--- src/rtl/sysglue_pkg.sv ---
`timescale 1ns/1ps
package sysglue_pkg;

   localparam int OFF_W = 5;

   // Offsets inside the 32-byte window
   localparam logic [OFF_W-1:0] OFF_HALT  = 5'd0;
   localparam logic [OFF_W-1:0] OFF_CPUID = 5'd4;
   localparam logic [OFF_W-1:0] OFF_IRQ   = 5'd8;
   localparam logic [OFF_W-1:0] OFF_NCPU  = 5'd12;
   localparam logic [OFF_W-1:0] OFF_RXD   = 5'd16;
   localparam logic [OFF_W-1:0] OFF_RXS   = 5'd20;
   localparam logic [OFF_W-1:0] OFF_TXD   = 5'd24;
   localparam logic [OFF_W-1:0] OFF_TXS   = 5'd28;

   typedef struct packed {
      logic halt_wr;
      logic irq_wr;
      logic rxd_wr;
      logic rxs_wr;
      logic txd_wr;
      logic txs_wr;
      logic cpuid_rd;
      logic ncpu_rd;
      logic rxd_rd;
      logic rxs_rd;
      logic txd_rd;
      logic txs_rd;
      logic any_rd;
   } glue_sel_t;

endpackage

--- src/rtl/sysglue_decode.sv ---
`timescale 1ns/1ps
module sysglue_decode
   import sysglue_pkg::*;
(
   input  logic             acc_valid,
   input  logic             acc_write,
   input  logic [OFF_W-1:0] acc_off,
   output glue_sel_t        sel
);
   logic wr;
   logic rd;

   assign wr = acc_valid & acc_write;
   assign rd = acc_valid & ~acc_write;

   always_comb begin
      sel          = '0;
      sel.any_rd   = rd;
      sel.halt_wr  = wr & (acc_off == OFF_HALT);
      sel.irq_wr   = wr & (acc_off == OFF_IRQ);
      sel.rxd_wr   = wr & (acc_off == OFF_RXD);
      sel.rxs_wr   = wr & (acc_off == OFF_RXS);
      sel.txd_wr   = wr & (acc_off == OFF_TXD);
      sel.txs_wr   = wr & (acc_off == OFF_TXS);
      sel.cpuid_rd = rd & (acc_off == OFF_CPUID);
      sel.ncpu_rd  = rd & (acc_off == OFF_NCPU);
      sel.rxd_rd   = rd & (acc_off == OFF_RXD);
      sel.rxs_rd   = rd & (acc_off == OFF_RXS);
      sel.txd_rd   = rd & (acc_off == OFF_TXD);
      sel.txs_rd   = rd & (acc_off == OFF_TXS);
   end
endmodule

--- src/rtl/sysglue_irq_bank.sv ---
`timescale 1ns/1ps
module sysglue_irq_bank #(
   parameter int NUM_CPU = 4
) (
   input  logic               clk,
   input  logic               rst_n,
   input  logic               set_en,
   input  logic [7:0]         port,
   input  logic [7:0]         level,
   input  logic [7:0]         active_cnt,
   output logic [NUM_CPU-1:0] lines
);
   logic level_on;
   assign level_on = |level;

   for (genvar g = 0; g < NUM_CPU; g++) begin : g_line
      localparam logic [7:0] IDX = 8'(g);
      logic hit;
      // a port at or above the active count is ignored
      assign hit = set_en && (port == IDX) && (IDX < active_cnt);

      always_ff @(posedge clk) begin
         if (!rst_n)   lines[g] <= 1'b0;
         else if (hit) lines[g] <= level_on;
      end
   end
endmodule

--- src/rtl/sysglue_console.sv ---
`timescale 1ns/1ps
module sysglue_console
   import sysglue_pkg::*;
(
   input  logic       clk,
   input  logic       rst_n,
   input  glue_sel_t  sel,
   input  logic [7:0] wbyte,
   input  logic       rx_pending,
   input  logic [7:0] rx_char,
   output logic       rx_take,
   output logic [7:0] rx_sample,
   output logic [7:0] rx_data,
   output logic       tx_valid,
   output logic [7:0] tx_data,
   output logic [7:0] tx_stat
);
   // status read samples the console input in the access cycle
   assign rx_take   = sel.rxs_rd & rx_pending;
   assign rx_sample = {7'd0, rx_pending};

   always_ff @(posedge clk) begin
      if (!rst_n) begin
         rx_data  <= 8'd0;
         tx_data  <= 8'd0;
         tx_stat  <= 8'd1;
         tx_valid <= 1'b0;
      end else begin
         tx_valid <= sel.txd_wr;
         if (rx_take)         rx_data <= rx_char;
         else if (sel.rxd_wr) rx_data <= wbyte;
         if (sel.txd_wr) begin
            tx_data <= wbyte;
            tx_stat <= 8'd1;
         end else if (sel.txs_wr) begin
            tx_stat <= wbyte;
         end
      end
   end
endmodule

--- src/rtl/sysglue_ctrl.sv ---
`timescale 1ns/1ps
module sysglue_ctrl
   import sysglue_pkg::*;
#(
   parameter int NUM_CPU  = 4,
   parameter int ADDR_W   = 8,
   parameter int DATA_W   = 32,
   parameter bit READ_REG = 1'b1,
   localparam int NB_W    = $clog2(DATA_W / 8) + 1,
   localparam int CIDX_W  = (NUM_CPU > 1) ? $clog2(NUM_CPU) : 1
) (
   input  logic               clk,
   input  logic               rst_n,
   input  logic               bus_sel,
   input  logic               bus_we,
   input  logic [ADDR_W-1:0]  bus_addr,
   input  logic [NB_W-1:0]    bus_nbytes,
   input  logic [DATA_W-1:0]  bus_wdata,
   output logic [DATA_W-1:0]  bus_rdata,
   input  logic [CIDX_W-1:0]  req_cpu,
   input  logic [7:0]         cpu_count,
   output logic [NUM_CPU-1:0] irq_lines,
   output logic               halt_req,
   output logic [7:0]         halt_code,
   input  logic               con_rx_pending,
   input  logic [7:0]         con_rx_char,
   output logic               con_rx_take,
   output logic               con_tx_valid,
   output logic [7:0]         con_tx_char
);
   // Elaboration-time parameter checks
   if (NUM_CPU < 1 || NUM_CPU > 256) begin : g_bad_cpu
      $error("sysglue_ctrl: NUM_CPU must be 1..256");
   end
   if (ADDR_W < OFF_W) begin : g_bad_addr
      $error("sysglue_ctrl: ADDR_W must cover the 32-byte window");
   end
   if (DATA_W < 16 || (DATA_W % 8) != 0) begin : g_bad_data
      $error("sysglue_ctrl: DATA_W must be a multiple of 8, at least 16");
   end

   localparam int RD_PAD = DATA_W - 8;

   glue_sel_t  sel;
   logic [7:0] wbyte0;
   logic [7:0] wbyte1;
   logic [7:0] irq_level;
   logic [7:0] rx_sample;
   logic [7:0] rx_data;
   logic [7:0] tx_data;
   logic [7:0] tx_stat;
   logic [7:0] rd_byte;
   logic [DATA_W-1:0] rd_word;

   assign wbyte0 = bus_wdata[7:0];
   assign wbyte1 = bus_wdata[15:8];

   // only the low five address bits reach the decoder
   sysglue_decode u_dec (
      .acc_valid (bus_sel),
      .acc_write (bus_we),
      .acc_off   (bus_addr[OFF_W-1:0]),
      .sel       (sel)
   );

   if (ADDR_W > OFF_W) begin : g_addr_hi
      logic unused_addr_hi;
      assign unused_addr_hi = ^bus_addr[ADDR_W-1:OFF_W];
   end
   if (DATA_W > 16) begin : g_data_hi
      logic unused_data_hi;
      assign unused_data_hi = ^bus_wdata[DATA_W-1:16];
   end

   // the level byte exists only in writes of two or more bytes
   assign irq_level = (bus_nbytes > NB_W'(1)) ? wbyte1 : 8'd0;

   sysglue_irq_bank #(.NUM_CPU(NUM_CPU)) u_irq (
      .clk        (clk),
      .rst_n      (rst_n),
      .set_en     (sel.irq_wr),
      .port       (wbyte0),
      .level      (irq_level),
      .active_cnt (cpu_count),
      .lines      (irq_lines)
   );

   sysglue_console u_con (
      .clk        (clk),
      .rst_n      (rst_n),
      .sel        (sel),
      .wbyte      (wbyte0),
      .rx_pending (con_rx_pending),
      .rx_char    (con_rx_char),
      .rx_take    (con_rx_take),
      .rx_sample  (rx_sample),
      .rx_data    (rx_data),
      .tx_valid   (con_tx_valid),
      .tx_data    (tx_data),
      .tx_stat    (tx_stat)
   );
   assign con_tx_char = tx_data;

   // halt pulse with exit code
   always_ff @(posedge clk) begin
      if (!rst_n) begin
         halt_req  <= 1'b0;
         halt_code <= 8'd0;
      end else begin
         halt_req <= sel.halt_wr;
         if (sel.halt_wr) halt_code <= wbyte0;
      end
   end

   // read byte select, everything else reads zero
   always_comb begin
      rd_byte = 8'd0;
      if (sel.cpuid_rd)     rd_byte = 8'(req_cpu);
      else if (sel.ncpu_rd) rd_byte = cpu_count;
      else if (sel.rxd_rd)  rd_byte = rx_data;
      else if (sel.rxs_rd)  rd_byte = rx_sample;
      else if (sel.txd_rd)  rd_byte = tx_data;
      else if (sel.txs_rd)  rd_byte = tx_stat;
   end
   assign rd_word = sel.any_rd ? {{RD_PAD{1'b0}}, rd_byte} : '0;

   if (READ_REG) begin : g_rd_reg
      always_ff @(posedge clk) begin
         if (!rst_n) bus_rdata <= '0;
         else        bus_rdata <= rd_word;
      end
   end else begin : g_rd_comb
      assign bus_rdata = rd_word;
   end
endmodule

--- config.mk ---
export PLATFORM = sky130hd
export DESIGN_NAME = sysglue_ctrl
export DESIGN_NICKNAME = d
export VERILOG_FILES = /design/src/rtl/sysglue_pkg.sv /design/src/rtl/sysglue_decode.sv /design/src/rtl/sysglue_irq_bank.sv /design/src/rtl/sysglue_console.sv /design/src/rtl/sysglue_ctrl.sv
export SDC_FILE = /design/constraint.sdc
export NUM_CORES = 1
export LEC_CHECK = 0
export BUFFER_PORTS_ARGS = -buffer_cell sky130_fd_sc_hd__clkbuf_2
export CORE_MARGIN = 3
export CORE_UTILIZATION = 40
export DETAILED_ROUTE_END_ITERATION = 12
export PLACE_DENSITY = 0.72
export SLEW_MARGIN = 20
export SYNTH_ARGS = -nofsm -noshare
export SYNTH_HDL_FRONTEND = slang
export SYNTH_HIERARCHICAL = 1
export SYNTH_SLANG_ARGS = --single-unit
--- constraint.sdc ---
create_clock -name clk -period 2 [get_ports clk]
set_clock_uncertainty 0.1 [all_clocks]
set_input_delay 0.2 -clock clk [delete_from_list [all_inputs] [get_ports clk]]
set_output_delay 0.2 -clock clk [all_outputs]
set_load 0.01 [all_outputs]
Yosys cells after proc, flatten, opt, wreduce, memory -nomap -nowiden
Index checks and enable logic that the tools add are counted.
Storage, ports and cells
  bits in latches: 0
  word-level logic and storage cells: 69
  ROM bits: 0
  RAM bits: 0
  input bits: 66
  register bits after elaboration: 70
  output and inout bits: 55
  memories kept: 0
Cells by class
  reduce and logical (&&, ||, !) cells: 15
  shifts and indexed selects: 0
  $add $sub $neg: 0
  eq/ne operators: 10
  mux-type cells: 9
  bitwise logic cells: 17
  $lt $le $gt $ge: 5
  divide/modulo/power cells: 0
  $mul: 0
Operator list (count)
  two-way mux 8 bit: 8
  == test 5 bit (second input constant): 4
  == test 8 x 2 -> 1 bit (second input constant): 2
  < comparator 1 x 8 -> 1 bit (first input constant): 2
  < comparator 2 x 8 -> 1 bit (first input constant): 2
  bitwise AND 1 bit: 14
  == test 5 x 4 -> 1 bit (second input constant): 2
  == test 8 x 1 -> 1 bit (second input constant): 1
  logical AND 1 bit: 8
  logical NOT 8 bit: 1
  OR reduction 8 bit: 1
  == test 5 x 3 -> 1 bit (second input constant): 1
  logical NOT 5 bit: 1
  greater-than comparator 3 x 1 -> 1 bit (second input constant): 1
  inverter 1 bit: 3
  OR reduction 3 bit: 1
  two-way mux 2 bit: 1
  AND reduction 2 bit: 1
  nonzero test 2 bit: 1
  OR reduction 2 bit: 1

Logic depth before layout (Yosys ltp)
  depth in word-level cells: 9
  mapped depth: 6
  gate-level depth less buffers: 6

Cells and area by module
The synthesis kept the hierarchy.
Modules (own cells, without submodules)
  sysglue_ctrl: seq. area each 340.3 µm², cells an instance 136, times used 1, area an instance 1172.4 µm²
  sysglue_console: seq. area each 500.5 µm², cells an instance 101, times used 1, area an instance 1124.8 µm²
  sysglue_irq_bank: seq. area each 80.1 µm², cells an instance 29, times used 1, area an instance 252.7 µm²
  sysglue_decode: seq. area each 0.0 µm², cells an instance 22, times used 1, area an instance 140.1 µm²

Least setup slack after synthesis
OpenSTA, ideal clock, no wires.
  kind: input-to-reg
  start point: in bus_addr[2]
  end point: reg u_irq.lines[1]
  path buffers: 0
  path slack: 0.000 ns
  setup time: 0.128 ns
  cell stages on the path: 6
  arrival: 1.772 ns
  required time: 1.772 ns
  path through: or4b_1 -> nor3_2 -> or4b_4 -> nor3b_2 -> o211ai_1 -> mux2i_1
RTL lines
  from (decl): RTL line sysglue_ctrl.sv:16  | input logic [ADDR_W-1:0] bus_addr,
  to (signal, indexed assignment): RTL line sysglue_irq_bank.sv:24  | else if (hit) lines[g] <= level_on;
  to (decl): RTL line sysglue_irq_bank.sv:11  | output logic [NUM_CPU-1:0] lines

==> out/metrics.cfg <==
[outcome]
outcome = complete, no violations

[sta]
slew_violations = 0
min_period_over_period_pct = 98.8
timing.final.ws_setup_ns = 0.0236
hold_viol_final = 0
max_slew.worst_pin.slew_ns = 0.567
max_slew_margin_pct = 61.9
finalSetupViolations = 0
fin_crit_ns = 1.98
whs_ns = 0.0440
rsz0062_at_grt = no
max_freq_ghz = 0.506
setup_tns_ns = 0

[floorplanning]
die-area_mm2 = 0.00774
die_w_um = 88.0
coreArea_mm2 = 0.00642
ios = 121
fp-row-count = 29
start_util_pct = 41.8
chipHeight_um = 88.0

[detailed_routing]
antenna_left = 0
drc = 0
vias = 2302
via_per_inst = 5.04
drt_first_pass_iters = 4
routed_wl_um = 6640
wl_per_cell_um = 14.5
drtIter0Drc = 253

[worst_setup_path]
reg2reg_from = u_con/tx_data[2]
crit_slowest_cell = or4b_4
path_cells = buf_6 > or4b_4 > nor3_4 > or4b_4 > nor3b_4 > o211ai_1 > mux2i_1
required_ns = 2.08
cp.arrival_ns = 2.06
setup.worst_path.start_class = input pin
crit_top_cell = or4b_4
crit_path_end_kind = flop
cp_max_fo = 3
startpoint = bus_addr[2]
cp_slowest_stage_delay_ns = 0.56
crit_type = in -> reg

[place]
placed_cell_area_mm2 = 0.00312
place.gp.congestion = 0.917
dpl.hpwl_um = 5220
place_ws_ns = -0.280
portBuffers = 76

[worst_hold_path]
hold_class = in -> reg
hp-start = cpu_count[4]

[global_route]
globalRouteOverflowTotal = 0
grt_max_degree = 21
first_global_vias = 2060
antenna_found_initial = 0
grt_pass1_wl_um = 10100
grt_use_total_pct = 17.0

[job]
cap_violations = 0

[yosys]
synthCells = 287
netlist_area_mm2 = 0.00269
avgSynthCellArea_um2 = 9.36
yosys_warnings = 6

[clocking]
cts.clk_slew.worst_paths_ns = 0.09
cts_tree = built
clockBufferDepth = 2
cts_buffers = 5
cts-root-buf = clkbuf_8
cts.sinks = 46
clk_latency_ns = 0.30
htreeDepth = 2

[finish]
drive_above_1_share_pct = 35.3
multiInputGateArea_mm2 = 0.00149
nets = 445
area_growth_pct = 21.8
antenna-diode-count = 0
design_area_mm2 = 0.00327
fill_cells = 616
seqCellArea_um2 = 921

[pwr]
p_per_area_mw_per_mm2 = 556
p_leak_uw = 0.00147
vdd_drop_max_mv = 0.375

## layout by cell type, fill, tap and decap left out, types with 2 or more instances in the layout
cell,count
nor3b_1,3
nor2b_1,30
or4b_4,3
a22o_1,3
a211o_2,2
a221oi_1,6
nand4_1,2
dfxtp_1,46
mux2i_1,27
clkbuf_2,75
a221o_1,6
inv_1,13
nor2_1,15
clkbuf_8,5
mux2_4,4
o221a_1,3
nand3b_1,13
o31a_1,2
buf_4,28
conb_1,31
or4_1,2
nand3_1,4
a21oi_1,12
a221oi_2,2
and2_1,2
nor3_2,2
nor3_1,3
o31ai_1,2
nand2_1,9
o211a_1,5
## critical path, delay by kind of cell
kind / cells / cell delay (ns)
and+or+nand+nor: 4 / 1.47
AOI/OAI and AO/OA: 1 / 0.15
muxes: 1 / 0.14
buffers and inverters: 1 / 0.09
## where the power goes
part	leakage [µW]	total [µW]	internal, µW	switching (µW)
Clock	0.0000585	710	375	335
Sequential	0.000371	921	919	2.42
Combinational	0.00104	189	78.7	111
## path summary, 6_finish.rpt
check                        end  cells after the start  slack [ns]
setup / recovery  u_irq/lines[1]                      7        0.02
hold / removal      bus_rdata[4]                      3        0.04
setup reg to reg    bus_rdata[2]                      3        0.74
hold reg to reg   u_irq/lines[2]                      2        0.37
## flip-flops by register name, indices dropped and copies added (netlist names)
register,cells
u_con/rx_data,8
u_con/tx_stat,8
u_con/tx_data,8
halt_code,8
u_con/tx_valid,1
bus_rdata,8
u_irq/lines,4
halt_req,1
## through the flow
step                utilization [%]  total power (µW)  instances
finish                         50.9              1820        457
global route                   50.9              1900        457
CTS                            50.5              1830        457
detailed placement             48.5              1130        447
global placement               48.5              1120        447
floorplan                         -              1080        316
## layout make-up
type	instances	share of cell area, %
Multi-Input combinational cell	208	45.6
Sequential cell	46	28.1
Timing Repair Buffer	104	18.2
Tap cell	77	2.94
Clock buffer	5	2.10
Inverter	14	1.61
Clock inverter	3	1.34
## timing repair
action	in CTS	in global routing
pin swaps	0	1
buffers inserted	2	0
hold buffers	0	0
setup endpoints to repair	1	3
gates resized for setup	0	6
## per-layer routing
| metal | vias up | global-route usage (%) | part of all wire (%) |
|---|---|---|---|
| li1 | 1143 | - | - |
| met1 | 1069 | 22.3 | 43 |
| met2 | 83 | 28.2 | 49 |
| met3 | 7 | 4.23 | 7.1 |
| met4 | 0 | 4.32 | 1.1 |
| met5 | - | 0 | 0 |
(Power assumes the default switching activity.)
